==> config.mk <==
export PLATFORM = sky130hd
export DESIGN_NAME = p80_ring
export DESIGN_NICKNAME = d
export VERILOG_FILES = /design/src/rtl/p80_pkg.sv /design/src/rtl/p80_idx_regs.sv /design/src/rtl/p80_ring_mem.sv /design/src/rtl/p80_irq_flag.sv /design/src/rtl/p80_ring.sv
export SDC_FILE = /design/constraint.sdc
export NUM_CORES = 1
export LEC_CHECK = 0
export BUFFER_PORTS_ARGS = -buffer_cell sky130_fd_sc_hd__buf_2
export CAP_MARGIN = 20
export CORE_MARGIN = 2
export CORE_UTILIZATION = 50
export DETAILED_ROUTE_END_ITERATION = 12
export HOLD_SLACK_MARGIN = 0.03
export PLACE_DENSITY_LB_ADDON = 0.12
export SKIP_CTS_REPAIR_TIMING = 1
export SKIP_LAST_GASP = 1
export SLEW_MARGIN = 20
export SYNTH_ARGS = -nofsm -noshare
export SYNTH_HDL_FRONTEND = slang
export SYNTH_HIERARCHICAL = 1
export SYNTH_SLANG_ARGS = --single-unit
==> constraint.sdc <==
create_clock -name clk -period 6.55 [get_ports clk]
set_input_delay 0.3275 -clock clk [delete_from_list [all_inputs] [get_ports clk]]
set_output_delay 0.3275 -clock clk [all_outputs]
set_load 0.02 [all_outputs]
==> src/rtl/p80_pkg.sv <==
package p80_pkg;

    typedef enum logic [1:0] {
        SEL_CTRL  = 2'd0,
        SEL_BEGIN = 2'd1,
        SEL_END   = 2'd2,
        SEL_CUR   = 2'd3
    } cfg_sel_e;

    localparam int CTRL_EN_BIT  = 7;
    localparam int CTRL_ACC_BIT = 6;

endpackage

==> src/rtl/p80_idx_regs.sv <==
module p80_idx_regs
    import p80_pkg::*;
#(
    parameter int DATA_W = 8,
    parameter int IDX_W  = 6,
    parameter logic [IDX_W-1:0] BEGIN_RST = '0,
    parameter logic [IDX_W-1:0] END_RST   = {IDX_W{1'b1}},
    parameter logic [IDX_W-1:0] CUR_RST   = '0
) (
    input  logic              clk,
    input  logic              rst_n,
    input  logic              host_wr,
    input  logic              cfg_wr,
    input  logic [1:0]        cfg_sel,
    input  logic [DATA_W-1:0] cfg_wdata,
    output logic              go_o,
    output logic [IDX_W-1:0]  wr_idx_o,
    output logic [IDX_W-1:0]  cur_o,
    output logic [DATA_W-1:0] cfg_rdata_o
);

    typedef struct packed {
        logic             en;
        logic             acc;
        logic [IDX_W-1:0] beg;
        logic [IDX_W-1:0] fin;
        logic [IDX_W-1:0] cur;
    } idx_st_t;

    idx_st_t          st_d, st_q;
    cfg_sel_e         sel;
    logic             cur_wr;
    logic             go;
    logic [IDX_W:0]   inc;
    logic [IDX_W-1:0] nxt;

    always_comb begin
        sel    = cfg_sel_e'(cfg_sel);
        cur_wr = cfg_wr && (sel == SEL_CUR);
        go     = host_wr && st_q.en && st_q.acc && !cur_wr;
        inc    = {1'b0, st_q.cur} + {{IDX_W{1'b0}}, 1'b1};
        if (inc > {1'b0, st_q.fin}) begin
            nxt = st_q.beg;
        end else begin
            nxt = inc[IDX_W-1:0];
        end

        st_d = st_q;
        if (go) begin
            st_d.cur = nxt;
        end
        if (cfg_wr) begin
            case (sel)
                SEL_CTRL: begin
                    st_d.en  = cfg_wdata[CTRL_EN_BIT];
                    st_d.acc = cfg_wdata[CTRL_ACC_BIT];
                end
                SEL_BEGIN: st_d.beg = cfg_wdata[IDX_W-1:0];
                SEL_END:   st_d.fin = cfg_wdata[IDX_W-1:0];
                SEL_CUR:   st_d.cur = cfg_wdata[IDX_W-1:0];
                default:   st_d = st_q;
            endcase
        end
    end

    always_ff @(posedge clk or negedge rst_n) begin
        if (!rst_n) begin
            st_q <= '{en: 1'b0, acc: 1'b0, beg: BEGIN_RST, fin: END_RST, cur: CUR_RST};
        end else begin
            st_q <= st_d;
        end
    end

    always_comb begin
        cfg_rdata_o = '0;
        case (sel)
            SEL_CTRL: begin
                cfg_rdata_o[CTRL_EN_BIT]  = st_q.en;
                cfg_rdata_o[CTRL_ACC_BIT] = st_q.acc;
            end
            SEL_BEGIN: cfg_rdata_o[IDX_W-1:0] = st_q.beg;
            SEL_END:   cfg_rdata_o[IDX_W-1:0] = st_q.fin;
            SEL_CUR:   cfg_rdata_o[IDX_W-1:0] = st_q.cur;
            default:   cfg_rdata_o = '0;
        endcase
    end

    assign go_o     = go;
    assign wr_idx_o = nxt;
    assign cur_o    = st_q.cur;

    // a refused or absent host write leaves the index alone
    p_hold_r2: assert property (@(posedge clk) disable iff (!rst_n)
        (!(host_wr && st_q.en && st_q.acc) && !cur_wr) |=> $stable(st_q.cur));

    // in-window step is exactly one
    p_step_r3: assert property (@(posedge clk) disable iff (!rst_n)
        (go && ({1'b0, st_q.cur} + 1'b1 <= {1'b0, st_q.fin}))
        |=> (st_q.cur == $past(st_q.cur) + 1'b1));

    // stepping past the upper bound lands on the lower bound
    p_wrap_r4: assert property (@(posedge clk) disable iff (!rst_n)
        (go && ({1'b0, st_q.cur} + 1'b1 > {1'b0, st_q.fin}))
        |=> (st_q.cur == $past(st_q.beg)));

    // a current-index write wins over a host write
    p_curwr_r8: assert property (@(posedge clk) disable iff (!rst_n)
        cur_wr |=> (st_q.cur == $past(cfg_wdata[IDX_W-1:0])));

endmodule

==> src/rtl/p80_ring_mem.sv <==
module p80_ring_mem #(
    parameter int DATA_W = 8,
    parameter int IDX_W  = 6
) (
    input  logic              clk,
    input  logic              rst_n,
    input  logic              we,
    input  logic [IDX_W-1:0]  waddr,
    input  logic [DATA_W-1:0] wdata,
    input  logic [IDX_W-1:0]  raddr,
    output logic [DATA_W-1:0] rdata
);

    localparam int DEPTH = 1 << IDX_W;

    logic [DATA_W-1:0] entry_d [DEPTH];
    logic [DATA_W-1:0] entry_q [DEPTH];

    for (genvar gi = 0; gi < DEPTH; gi++) begin : g_entry
        always_comb begin
            entry_d[gi] = entry_q[gi];
            if (we && (waddr == IDX_W'(gi))) begin
                entry_d[gi] = wdata;
            end
        end

        always_ff @(posedge clk or negedge rst_n) begin
            if (!rst_n) begin
                entry_q[gi] <= '0;
            end else begin
                entry_q[gi] <= entry_d[gi];
            end
        end
    end

    assign rdata = entry_q[raddr];

    // a stored byte lands at the addressed slot
    p_store_r3: assert property (@(posedge clk) disable iff (!rst_n)
        we |=> (entry_q[$past(waddr)] == $past(wdata)));

endmodule

==> src/rtl/p80_irq_flag.sv <==
module p80_irq_flag (
    input  logic clk,
    input  logic rst_n,
    input  logic set_i,
    input  logic clr_i,
    output logic irq_o
);

    logic flag_d, flag_q;

    always_comb begin
        flag_d = flag_q;
        if (set_i) begin
            flag_d = 1'b1;
        end else if (clr_i) begin
            flag_d = 1'b0;
        end
    end

    always_ff @(posedge clk or negedge rst_n) begin
        if (!rst_n) begin
            flag_q <= 1'b0;
        end else begin
            flag_q <= flag_d;
        end
    end

    assign irq_o = flag_q;

    // set wins, clear drops, otherwise hold
    p_irq_set_r5: assert property (@(posedge clk) disable iff (!rst_n)
        set_i |=> flag_q);
    p_irq_clr_r5: assert property (@(posedge clk) disable iff (!rst_n)
        (clr_i && !set_i) |=> !flag_q);
    p_irq_hold_r5: assert property (@(posedge clk) disable iff (!rst_n)
        (!clr_i && !set_i) |=> $stable(flag_q));

endmodule

==> src/rtl/p80_ring.sv <==
module p80_ring #(
    parameter int DATA_W = 8,
    parameter int IDX_W  = 6
) (
    input  logic              clk,
    input  logic              rst_n,
    input  logic              host_wr,
    input  logic [DATA_W-1:0] host_data,
    input  logic              cfg_wr,
    input  logic [1:0]        cfg_sel,
    input  logic [DATA_W-1:0] cfg_wdata,
    output logic [DATA_W-1:0] cfg_rdata,
    input  logic              irq_clr,
    output logic              irq,
    output logic [IDX_W-1:0]  cur_idx,
    input  logic [IDX_W-1:0]  rd_addr,
    output logic [DATA_W-1:0] rd_data
);

    localparam logic [IDX_W-1:0] BEGIN_RST = '0;
    localparam logic [IDX_W-1:0] END_RST   = {IDX_W{1'b1}};
    localparam logic [IDX_W-1:0] CUR_RST   = '0;

    logic             go;
    logic [IDX_W-1:0] wr_idx;

    p80_idx_regs #(
        .DATA_W    (DATA_W),
        .IDX_W     (IDX_W),
        .BEGIN_RST (BEGIN_RST),
        .END_RST   (END_RST),
        .CUR_RST   (CUR_RST)
    ) u_idx (
        .clk         (clk),
        .rst_n       (rst_n),
        .host_wr     (host_wr),
        .cfg_wr      (cfg_wr),
        .cfg_sel     (cfg_sel),
        .cfg_wdata   (cfg_wdata),
        .go_o        (go),
        .wr_idx_o    (wr_idx),
        .cur_o       (cur_idx),
        .cfg_rdata_o (cfg_rdata)
    );

    p80_ring_mem #(
        .DATA_W (DATA_W),
        .IDX_W  (IDX_W)
    ) u_mem (
        .clk   (clk),
        .rst_n (rst_n),
        .we    (go),
        .waddr (wr_idx),
        .wdata (host_data),
        .raddr (rd_addr),
        .rdata (rd_data)
    );

    p80_irq_flag u_irq (
        .clk   (clk),
        .rst_n (rst_n),
        .set_i (go),
        .clr_i (irq_clr),
        .irq_o (irq)
    );

    // after an accepted write the newest entry sits at cur_idx
    p_newest_r9: assert property (@(posedge clk) disable iff (!rst_n)
        go |=> (cur_idx == $past(wr_idx)));

endmodule

* Word-level counts from Yosys, hierarchy flattened *
Cells that the tools add are included.

word-level totals
  register bits = 533
  output and inout port bits = 23
  word-level logic and storage cells = 226
  input bits = 29

cells by class
  eq/ne operators = 66
  multiplexer cells = 11
  reductions and logical operators = 75
  bitwise operators = 1
  add/sub/neg operators = 1
  order comparisons = 2

operators by type and width
  kind                                                                   number
  6-bit equality test, second input constant                             32
  6-bit by 5-bit equality test with 1-bit output, second input constant  16
  1-bit logical AND                                                      68
  8-bit binary-select mux with 6-bit select                              1
  6-bit by 4-bit equality test with 1-bit output, second input constant  8
  6-bit by 3-bit equality test with 1-bit output, second input constant  4
  6-bit two-way mux                                                      4
  6-bit case mux with 3 select lines                                     1
  8-bit two-way mux                                                      2
  6-bit by 2-bit equality test with 1-bit output, second input constant  2
  6-bit by 1-bit adder with 7-bit output, second input constant          1
  7-bit greater-or-equal comparator, second input constant               1
  7-bit by 6-bit greater-than comparator with 1-bit output               1
  6-bit inverter with 7-bit output                                       1
  6-bit by 1-bit equality test with 1-bit output, second input constant  1
  6-bit logical NOT                                                      1
  2-bit AND reduction                                                    3
  2-bit equality test, second input constant                             2
  2-bit by 1-bit equality test with 1-bit output, second input constant  1
  2-bit logical NOT                                                      1
  1-bit two-way mux                                                      2
  2-bit two-way mux                                                      1
  2-bit nonzero test                                                     1
  1-bit logical NOT                                                      1

* Depth between registers and ports, before layout *
  depth after elaboration = 7
  gate-level depth with buffers = 15

* Cells and area by module *
Netlist, hierarchy kept.

by module, submodules not included
  module        cells each  area each (µm²)  times used
  p80_ring_mem  1509        23572.6          1
  p80_idx_regs  124         1317.5           1
  p80_irq_flag  3           36.3             1

* Least setup slack after synthesis *
No wires, ideal clock.

  path type = reg-to-reg
  from = register u_idx.st_q (netlist bit u_idx/cur_o[0])
  to = register u_mem/entry_q[144] (netlist bit)
  data required time = 6.425 ns
  stages on the path, launching flop included = 14
  arrival time = 3.904 ns
  path slack = 2.522 ns
  clock period less this slack = 4.028 ns
  cells stage by stage = dfrtp_1 > ha_1 > and3_4 > xor2_1 > ha_1 > a21o_1 > a221o_1 > a32oi_4 > mux2i_1 > nand2b_1 > or2_2 > clkbuf_1 > nor2_2 > mux2_2

between the ends
  word-level cells in the longest chain between the ends = 5

RTL lines
  element                                                   RTL line            text
  start, declared                                           p80_idx_regs.sv:30  idx_st_t st_d, st_q;
  start signal, assigned                                    p80_idx_regs.sv:68  st_q <= '{en: 1'b0, acc: 1'b0, beg: BEGIN_RST, fin: END_RST, cur: CUR_RST};
  start signal, assigned                                    p80_idx_regs.sv:70  st_q <= st_d;
  6-bit by 1-bit adder with 7-bit output (*)                p80_idx_regs.sv:41  inc = {1'b0, st_q.cur} + {{IDX_W{1'b0}}, 1'b1};
  7-bit by 6-bit greater-than comparator with 1-bit output  p80_idx_regs.sv:42  if (inc > {1'b0, st_q.fin}) begin
  6-bit two-way mux (*)                                     p80_idx_regs.sv:42
  via wr_idx[0]                                             p80_ring.sv:25      logic [IDX_W-1:0] wr_idx;
  6-bit equality test (*)                                   p80_ring_mem.sv:22  if (we && (waddr == IDX_W'(gi))) begin
  1-bit logical AND (*)                                     p80_ring_mem.sv:22
  end signal, assigned by index                             p80_ring_mem.sv:31  entry_q[gi] <= entry_d[gi];
  end, declared                                             p80_ring_mem.sv:17  logic [DATA_W-1:0] entry_q [DEPTH];

The timed path passes the listed nets; every way through them passes the cells marked *.
A chain may end at the register's enable or synchronous reset.

* Worst setup path after layout *
  from = register u_idx.st_q (netlist bit u_idx/cur_o[0])
  to = register u_mem/entry_q[260] (netlist bit)

between the ends
  word-level cells in the longest chain between the ends = 5

RTL lines
  element                                                   RTL line
  6-bit by 1-bit adder with 7-bit output (*)                p80_idx_regs.sv:41
  7-bit by 6-bit greater-than comparator with 1-bit output  p80_idx_regs.sv:42
  6-bit two-way mux (*)                                     p80_idx_regs.sv:42
  via wr_idx[0]                                             p80_ring.sv:25
  6-bit by 5-bit equality test with 1-bit output (*)        p80_ring_mem.sv:22
  1-bit logical AND (*)                                     p80_ring_mem.sv:22

Marks and branches as above.

==> results.yml <==
outcome:
  status: "complete, no violations"
synth:
  ys_seq_area_share_pct: 53.5
  synth_xor_xnor_area_share_pct: 0.141
  async_flop_share_pct: 100
  yosysTopAreaCellShare_pct: 52.9
  synth_top_family_by_area: "multiplexers"
  yosys.area_share.adder_pct: 0.351
  synth.most_common_cell: "mux2_2"
  netlist_instances: 1636
  synth-simple-area-share_pct: 3.67
  synth_ff_type: "dfrtp_1"
  synth_common_cells: "534 x mux2_2, 527 x dfrtp_1, 106 x mux4_2, 72 x clkbuf_1, 63 x nand2_1"
  synth_mux_area_share_pct: 36.8
  synth_area_leaders: "dfrtp_1 53%, mux2_2 24%, mux4_2 9.6%"
  synth_nets: 1672
  yosys_register_bits: 533
  yosys_warnings: 6
  syn_area_per_cell_um2: 15.2
  netlist_area_mm2: 0.0249
  yosysTopAreaCell: "dfrtp_1"
  ys_types: 62
  synth_edf_count: 0
  synth-compound-area-share_pct: 2.74
floorplan:
  core_mm2: 0.0491
  die_w_um: 227
  dieArea_mm2: 0.0517
  die-height_um: 227
  start_util_pct: 50.8
  ioPinCount: 52
  rows: 81
global_route:
  grt_max_degree: 185
  antenna_found_initial: 1
  grt_util_all_layers_pct: 24.4
  grt_pass1_wl_um: 94100
  grt_overflow: 0
  grt_pass1_vias: 14800
setup_path:
  r2r_end: "u_mem/entry_q[260]"
  r2r_start: "u_idx/cur_o[0]"
  crit_path_max_fanout: 9
  r2r_slack_ns: 1.37
  worstSetupPathType: "flop to flop"
  required_ns: 7.05
  reg2regPathDepth: 11
  end_kind: "flop"
  arrival_ns: 5.68
  setup.worst_path.start_class: "flop"
timing:
  fin_ws_ns: 1.37
  setup_tns_ns: 0
  maxSlewViolCount: 0
  skew_ns: 0.0239
  period_needed_ns: 5.18
  rsz0062_at_grt: "no"
  slew_headroom_pct: 26.3
  period_share_pct: 79.0
  worstMarginPinSlew_ns: 1.08
  clock.fmax_mhz: 193
  setup_viol: 0
  report.final.hold_viol_count: 0
hold_path:
  hold_path_class: "input pin to flop"
  whs_endpoint: "u_idx/st_q[18]"
  hold_depth: 3
  min_from: "cfg_wr"
layout:
  nFillCells: 4024
  drive_gt1_share_pct: 50.0
  multi_input_comb_area_mm2: 0.0109
  num-nets-final: 1691
  seq_area_mm2: 0.0133
  diodes: 0
  post-route-util_pct: 56.4
  syn2layout_area_growth_pct: 10.9
cts:
  htreeDepth: 2
  cts_tree: "yes"
  cts_buffers: 57
  clockRootBuffer: "clkbuf_16"
  cts.sinks: 533
  clk_pin_slew_ns: 0.06
  clock_path_buffers: 3
  clk_latency_ns: 0.63
drt:
  drtAntennaViolNets: 0
  drt-pass1-iter-count: 5
  avgViaCountPerCell: 6.03
  drt_wl_total_um: 60600
  post-route-drc-count: 0
  wl_per_cell_um: 25.6
  drtIter0Drc: 1044
  num_vias: 14300
placed_design:
  gp_congestion: 0.827
  dp_slack_ns: 1.43
  portBuffers: 51
  post-dp-hpwl_um: 38200
power:
  p_leak_nw: 13.4
  vdd_ir_drop_max_v: 0.000229
  p_total_mw: 11.8
  power_per_cell_area_mw_per_mm2: 428
flow_run:
  cap_viol_max_count: 0
-- metrics by stage --
step	instances	cell area, um^2	hold WS [ns]
6_report	2366	27600	0.128
5_1_grt	2366	27600	0.129
4_1_cts	2356	27500	-0.340
3_5_place_dp	2250	25600	0.303
3_3_place_gp	2250	25600	0.299
2_1_floorplan	1636	24900	0.0319
-- flip-flops by register name, summed over array words and instances (netlist names) --
name,flops
u_idx/st_q,14
u_irq/irq_o,1
u_mem/entry_q,512
u_idx/cur_o,6
-- layout by cell type, fill, tap and decap left out, types with 8 or more instances in the layout --
master         count
mux4_2           106
nor2_1            31
nor2_2            14
o21ai_0            9
dfrtp_1          527
nor3_1            16
clkinv_2          15
clkbuf_16         57
mux2i_1           17
a22oi_1           14
buf_2             47
clkbuf_8          19
nand2b_1           9
dlygate4sd3_1     10
o22ai_1           27
mux2_2           534
o221ai_1           8
buf_4             19
nand2_1           63
mux4_1            21
a22o_1             8
inv_1             13
-- cell type report --
| class | instances | area share (%) |
|---|---|---|
| Multi-Input combinational cell | 968 | 39.4 |
| Clock inverter | 24 | 0.919 |
| Tap cell | 664 | 3.00 |
| Clock buffer | 82 | 6.15 |
| Sequential cell | 533 | 48.3 |
| Inverter | 13 | 0.176 |
| Timing Repair Buffer | 82 | 2.09 |
-- how the worst max path moves through the flow --
stage	depth (start not counted)	from	slack [ns]	to
floorplan	13	u_idx/cur_o[0]	2.52	u_mem/entry_q[144]
global placement	11	u_idx/cur_o[0]	1.57	u_mem/entry_q[260]
detailed placement	11	u_idx/cur_o[0]	1.43	u_mem/entry_q[257]
CTS	11	u_idx/cur_o[0]	1.44	u_mem/entry_q[257]
global route	11	u_idx/cur_o[0]	1.15	u_mem/entry_q[260]
finish	11	u_idx/cur_o[0]	1.37	u_mem/entry_q[260]
-- cells by family (layout without fill, tap and decap cells) --
| kind of cell | Yosys count | count (layout) |
|---|---|---|
| mux | 681 | 681 |
| flops | 533 | 533 |
| simple gates | 182 | 182 |
| buf+inv | 135 | 201 |
| compound gates | 94 | 94 |
| fa+ha+maj | 7 | 7 |
| xor+xnor | 4 | 4 |
-- power breakdown --
group,internal (mW),switching (mW),total (mW)
sequential,4.63,0.663,5.30
combinational,1.80,1.43,3.23
clock,1.96,1.34,3.30
-- critical path, cell delays in order, from the launching register on --
cell and delay, ns:
dfrtp_1 0.53, ha_1 0.26, and3_4 0.22, xor2_1 0.20
ha_1 0.27, a21o_1 0.18, a221o_1 0.38, a32oi_4 0.40
mux2i_1 0.66, nand4_1 0.66, nor2_1 0.87, mux2_2 0.41
-- layer usage --
metal / vias to the layer above / wire length (um) / global-route usage [%]
met5: - / 12 / 0
met4: 2 / 1120 / 5.78
met3: 84 / 2270 / 3.39
met2: 252 / 29400 / 39.4
met1: 7759 / 27900 / 35.2
li1: 6159 / - / -
Power figures use the tool's default switching activity.
